<file path="src/rtl/sat_frac_pkg.sv">
package sat_frac_pkg;
  typedef enum logic {OP_MUL = 1'b0, OP_ABS = 1'b1} op_e;
endpackage

</file>
<file path="src/rtl/sat_frac_mul.sv">
module sat_frac_mul #(
  parameter int N = 16
) (
  input  logic [N-1:0] a,
  input  logic [N-1:0] b,
  output logic [N-1:0] y,
  output logic         sat
);
  localparam logic [N-1:0] MINV = {1'b1, {(N-1){1'b0}}};
  localparam logic [N-1:0] MAXV = {1'b0, {(N-1){1'b1}}};

  function automatic logic [N-1:0] frac_slice(input logic [N-1:0] x, input logic [N-1:0] z);
    logic signed [2*N-1:0] p;
    p = $signed({{N{x[N-1]}}, x}) * $signed({{N{z[N-1]}}, z});
    return p[2*N-2:N-1];
  endfunction

  logic [N-1:0] raw;
  assign raw = frac_slice(a, b);
  assign sat = (a == MINV) && (b == MINV);
  assign y   = sat ? MAXV : raw;

  always_comb begin
    AST_MUL_CORNER_WRAPS: assert (!sat || raw == MINV) else $error("corner");
  end
endmodule

</file>
<file path="src/rtl/sat_frac_abs.sv">
module sat_frac_abs #(
  parameter int N = 16
) (
  input  logic [N-1:0] a,
  output logic [N-1:0] y,
  output logic         sat
);
  localparam int G = N + 1;
  localparam logic [G-1:0] GMAX = {2'b00, {(N-1){1'b1}}};

  function automatic logic [G-1:0] guarded_abs(input logic [N-1:0] x);
    logic [G-1:0] g;
    g = {x[N-1], x};
    return g[G-1] ? (~g + 1'b1) : g;
  endfunction

  logic [G-1:0] mag;
  assign mag = guarded_abs(a);
  assign sat = (mag > GMAX);
  assign y   = sat ? GMAX[N-1:0] : mag[N-1:0];

  always_comb begin
    AST_ABS_NONNEG: assert (y[N-1] == 1'b0) else $error("abs sign");
  end
endmodule

</file>
<file path="src/rtl/sat_frac_unit.sv">
module sat_frac_unit
  import sat_frac_pkg::*;
#(
  parameter int N = 16
) (
  input  logic         clk,
  input  logic         rst_n,
  input  logic         in_vld,
  input  logic         op_sel,
  input  logic [N-1:0] a,
  input  logic [N-1:0] b,
  output logic [N-1:0] res_q,
  output logic         ovf_q,
  output logic         res_vld_q
);
  localparam logic [N-1:0] MAXV = {1'b0, {(N-1){1'b1}}};

  logic [N-1:0] mul_y, abs_y, nxt_y;
  logic         mul_sat, abs_sat, nxt_sat;

  sat_frac_mul #(.N(N)) u_mul (.a(a), .b(b), .y(mul_y), .sat(mul_sat));
  sat_frac_abs #(.N(N)) u_abs (.a(a), .y(abs_y), .sat(abs_sat));

  always_comb begin
    if (op_e'(op_sel) == OP_ABS) begin
      nxt_y = abs_y; nxt_sat = abs_sat;
    end else begin
      nxt_y = mul_y; nxt_sat = mul_sat;
    end
  end

  always_ff @(posedge clk or negedge rst_n) begin
    if (!rst_n) begin
      res_q <= '0; ovf_q <= 1'b0; res_vld_q <= 1'b0;
    end else begin
      res_vld_q <= in_vld;
      if (in_vld) begin
        res_q <= nxt_y; ovf_q <= nxt_sat;
      end
    end
  end

  AST_VLD_FOLLOWS: assert property (@(posedge clk) disable iff (!rst_n)
    in_vld |=> res_vld_q) else $error("vld");
  AST_HOLD_IDLE: assert property (@(posedge clk) disable iff (!rst_n)
    !in_vld |=> $stable(res_q) && $stable(ovf_q)) else $error("hold");
  AST_OVF_MAX: assert property (@(posedge clk) disable iff (!rst_n)
    ovf_q |-> res_q == MAXV) else $error("ovf");
  AST_MUL_SAT: assert property (@(posedge clk) disable iff (!rst_n)
    (in_vld && !op_sel && a == {1'b1, {(N-1){1'b0}}} && b == {1'b1, {(N-1){1'b0}}})
      |=> ovf_q && res_q == MAXV) else $error("mulsat");
  AST_ABS_SAT: assert property (@(posedge clk) disable iff (!rst_n)
    (in_vld && op_sel && a == {1'b1, {(N-1){1'b0}}}) |=> ovf_q && res_q == MAXV)
    else $error("abssat");
endmodule

</file>
<file path="config.mk">
export PLATFORM = sky130hd
export DESIGN_NAME = sat_frac_unit
export DESIGN_NICKNAME = d
export VERILOG_FILES = /design/src/rtl/sat_frac_pkg.sv /design/src/rtl/sat_frac_mul.sv /design/src/rtl/sat_frac_abs.sv /design/src/rtl/sat_frac_unit.sv
export SDC_FILE = /design/constraint.sdc
export NUM_CORES = 1
export LEC_CHECK = 0
export ABC_AREA = 1
export CORE_MARGIN = 2
export CORE_UTILIZATION = 55
export DETAILED_ROUTE_END_ITERATION = 8
export PLACE_DENSITY = 0.84
export SYNTH_ARGS = -nofsm -noshare
export SYNTH_HDL_FRONTEND = slang
export SYNTH_SLANG_ARGS = --single-unit
</file>
<file path="constraint.sdc">
create_clock -name clk -period 1.7 [get_ports clk]
set_input_delay 0.34 -clock clk [delete_from_list [all_inputs] [get_ports clk]]
set_output_delay 0.34 -clock clk [all_outputs]
set_load 0.005 [all_outputs]
</file>
# Word level (Yosys, flattened, before mapping)
# Index checks and enable logic that the tools add are counted.
# word_totals
reg_bits	18
out_inout_bits	18
# classes
addsub	1
mul	1
order_cmp	1
n_eq_ne	2
mux	5
n_bitwise	1
n_reduce_logical	1
# ops
op	n
$mux W16	3
$eq A16 B16 Y1 const B	2
$mul A16 B16 Y31	1
$add A17 B1 Y17 const B	1
$gt A17 B15 Y1 const B	1
$mux W17	1
$not A17 Y17	1
$logic_and A1 B1 Y1	1
$mux W1	1

# Longest topological paths before layout
# logic_depth
ltp_word	6
mapped_depth	27
depth_no_buf	25

# By module
# A second synthesis with hierarchy kept.
# hier_totals
cells_unflattened	1685
hier_area_um2	12070.3
# by_module_without_submodules
module	n_inst	cells_per_inst	area_each_um2
sat_frac_mul	1	1439	10582.6
sat_frac_unit	1	145	982.2
sat_frac_abs	1	101	505.5

# Worst setup path after synthesis
# No wires, ideal clock.
# synth_timing
path_type	in2reg
from	in a[15]
to	reg res_q[10]
setup_ns	0.120
arrival_time_ns	5.668
t_required_ns	1.580
path_slack_ns	-4.088
path_stages	24
path_buffers	3
path_cell_list	buf_4 -> clkbuf_1 -> buf_1 -> nand2_1 -> inv_1 -> fa_1 -> inv_1 -> fa_1 -> inv_1 -> fa_1 -> fa_1 -> fa_1 -> inv_1 -> fa_1 -> inv_1 -> ha_1 -> nand2_1 -> nor2_1 -> nor3b_1 -> nand3_1 -> nand3_1 -> nand2_1 -> nand3_1 -> a21oi_2
# synth_via
elab_chain_cells	6
elab_cells_between_ends	10
classes_between	1 x add/sub; 1 x mul; 1 x order compare; 1 x eq/ne; 4 x mux; 1 x bitwise; 1 x reduce/logical
# synth_lines
element	line	source
start: declaration	sat_frac_unit.sv:10	input logic [N-1:0] a,
$not A17 Y17	sat_frac_abs.sv:14	return g[G-1] ? (~g + 1'b1) : g;
$add A17 B1 Y17	sat_frac_abs.sv:14	
$mux W17	sat_frac_abs.sv:14	
$gt A17 B15 Y1	sat_frac_abs.sv:19	assign sat = (mag > GMAX);
$mux W16	sat_frac_abs.sv:20	assign y = sat ? GMAX[N-1:0] : mag[N-1:0];
$mux W16 *	sat_frac_unit.sv:25	if (op_e'(op_sel) == OP_ABS) begin
end signal: assignment	sat_frac_unit.sv:38	res_q <= nxt_y; ovf_q <= nxt_sat;
end: declaration	sat_frac_unit.sv:12	output logic [N-1:0] res_q,
# Mark *: on every way between the ends. The rest lies on a longest branch, timed or not.
# A chain may end at the register's enable or synchronous reset.

# Worst setup path after layout
# layout_timing
from	in b[5]
to	reg res_q[14]
# layout_via
elab_chain_cells	4
elab_cells_between_ends	5
classes_between	1 x mul; 1 x eq/ne; 2 x mux; 1 x reduce/logical
# layout_lines
element	line	source
start: declaration	sat_frac_unit.sv:11	input logic [N-1:0] b,
parallel branches: the longest is 2 deep, another holds $mul A16 B16 Y31	--	
$mux W16 *	sat_frac_mul.sv:21	assign y = sat ? MAXV : raw;
$mux W16 *	sat_frac_unit.sv:25	
# Mark *: on every way between the ends.

==> metrics.txt <==
synthesized area=0.0119 sq mm; Post-Synth Simple-Gate Area=0.208; Worst Hold Class=input port to async pin; min cycle time layout=5440 ps; vias in the first global route=13270; hold violation count in the final report=0; largest area contributor in the netlist=fa_1; CTS tree=built; arrival time worst endpoint=5630 ps; YS warnings=0; number of max-cap violations=0; CTS sink count=18; GRT Resource Usage Total=0.394; DRC=0; Syn Nets=1998; Die ar.=0.0229 sq mm; Site Rows=53; initial antenna violation count=1; Post-Syn Area per Cell=7.32 sq um; most frequent cells after synthesis=inv_1 (491), nand2_1 (425), fa_1 (255), nor2_1 (80), ha_1 (78); Die W=151 um; max-slew violation count=0; vias per cell=5.73; status=finished, violations left; most common cell in the netlist=inv_1; Core ar.=0.0212 sq mm; met2 usage=0.654; post-synthesis cell type count=42; ys async rst share=1.00; clock skew=0 ps; worst hold slack=419 ps; type of the worst setup path=input port to flip-flop; CP max FO=6; dpl hpwl=30.5 mm; Routed WL per cell=21.9 um; CTS Root Cell=clkbuf_16; Vias=12492; Final Routed Wirelength=47.7 mm; fillers=1195; largest net degree at the start of global routing=19; EDFF count, synth=0; worst skew pair latency=250 ps; remaining antenna violation count=0; Critical Path Sink Type=flip-flop; failing checks=negative setup slack; H-Tree Depth=1; drt pass-1 iters=6; DRT iter0 DRCs=1219; Slew Limit Headroom=0.738; Worst Tran Pin Value=393 ps; register area share after synthesis=0.0378; die height=151 um; cts hold-fix bufs=0; number of synthesized register bits=18; global placer's final weighted congestion=1.00; Initial Util=0.564; Clock Path Buffers=2; Final Setup Violations=17; GR Util met1=0.480; Synth Area in Adders=0.510; global-route wire length before repair=68.0 mm; Final WS setup=-3740 ps; share of cells above drive strength 1=0.371; total grt overflow=0; top cell type's share of synthesized area=0.428; P&R area growth vs syn=41.8%; met3 Use GR=0.0759; CTS Buf Count=3; post-synthesis mux area share=0; RSZ-0062 raised after global routing=yes; IO Pins=54; Reg clk slew, reported paths=60 ps; Util after Layout=0.799; CP required=1890 ps; compound-cell area share of the yosys netlist=0.0449; Final Cycle Share=3.20; f_max=184 MHz; post-layout net count=2276; number of cells produced by synthesis=1629; crit path launch type=input port; Area contributors post-synth=fa_1 (43%), inv_1 (15%), nand2_1 (13%); IO Port Bufs=53; commonest register cell after synthesis=dfrtp_1; busiest grt layer=met2; xor-xnor portion of the synthesized cell area=0.0118; largest family of logic cells by synthesized area=adder cells
==> sequential cells by signal, indices dropped and copies added (netlist names) <==
signal,cells
ovf_q,1
res_vld_q,1
res_q,16
==> per-layer routing <==
metal | vias to the layer above | routed length (um)
li1 | 5163 | -
met1 | 6002 | 16100
met2 | 956 | 21800
met3 | 371 | 5450
met4 | 0 | 4390
met5 | - | 0
==> cell families after synthesis <==
family / Yosys count
AOI/OAI and AO/OA: 93
xor gates and xnor gates: 16
adders and majority gates: 333
buffers and inverters: 571
DFF: 18
and+or+nand+nor: 598
==> worst max-delay path, cell delays in order <==
cell	delay, ps
buf_12	120
buf_12	150
nand2_1	70
inv_1	110
fa_1	660
inv_1	90
fa_1	400
inv_1	80
fa_1	460
fa_1	570
fa_1	510
inv_1	60
fa_1	550
inv_2	70
ha_4	260
a21oi_4	200
o21ai_1	120
inv_1	130
nand2_1	100
a21oi_2	190
nand2_1	70
nand2_1	80
nand3_2	110
a21oi_2	130
==> final cells by class <==
type                            count  area, sq um  share of cell area
Sequential cell                    18          450              0.0266
Inverter                          500         1910               0.113
Antenna cell                        1         2.50            0.000148
Clock buffer                        4         88.8             0.00525
Timing Repair Buffer              344         3480               0.206
Multi-Input combinational cell   1040        10600               0.629
Tap cell                          275          344              0.0203
==> cell usage in the layout, fill, tap and decap left out, types with 21 or more instances in the layout <==
master and count:
inv_1 403, nand2_1 323, fa_1 229, buf_4 206, inv_2 82, nand2_2 68, nor2_1 56, buf_6 56
ha_1 53, nand2_4 39, a21oi_2 32, buf_12 28, nand3_1 26, fa_2 26, nand3_2 24, ha_4 24
nor2_2 21, clkdlybuf4s50_1 21
==> stage by stage <==
| step | instance area [sq um] | setup TNS, ps | setup slack, ps | std cells |
|---|---|---|---|---|
| 2_1_floorplan | 12600 | -53750 | -3660 | 1629 |
| 4_1_cts | 16200 | -54340 | -3510 | 2158 |
| 3_3_place_gp | 14600 | -66440 | -4390 | 2090 |
| 5_1_grt | 16900 | -60380 | -3970 | 2181 |
| 3_5_place_dp | 14600 | -67550 | -4430 | 2090 |
| 6_report | 16900 | -57630 | -3740 | 2182 |
==> final timing paths <==
| kind | from | slack, ps | cells past startpoint | endpoint |
|---|---|---|---|---|
| max | b[5] | -3740 | 24 | res_q[14] |
| min | rst_n | 420 | 2 | res_vld_q |
| max reg2reg | res_q[12] | 950 | 2 | res_q[12] |
| min in group clk | res_q[15] | 510 | 2 | res_q[15] |
| max in group asynchronous | rst_n | 1060 | 2 | res_q[10] |
| min reg2reg | res_q[15] | 510 | 2 | res_q[15] |
==> timing repair <==
action	4_1_cts	5_1_grt
pin swaps	166	148
gates resized for setup	423	196
gates cloned	11	0
setup endpoints to repair	17	17
buffers inserted	53	28
Power is not shown: default switching activity piles up to over one toggle a cycle in this logic, so the estimate is an artifact.
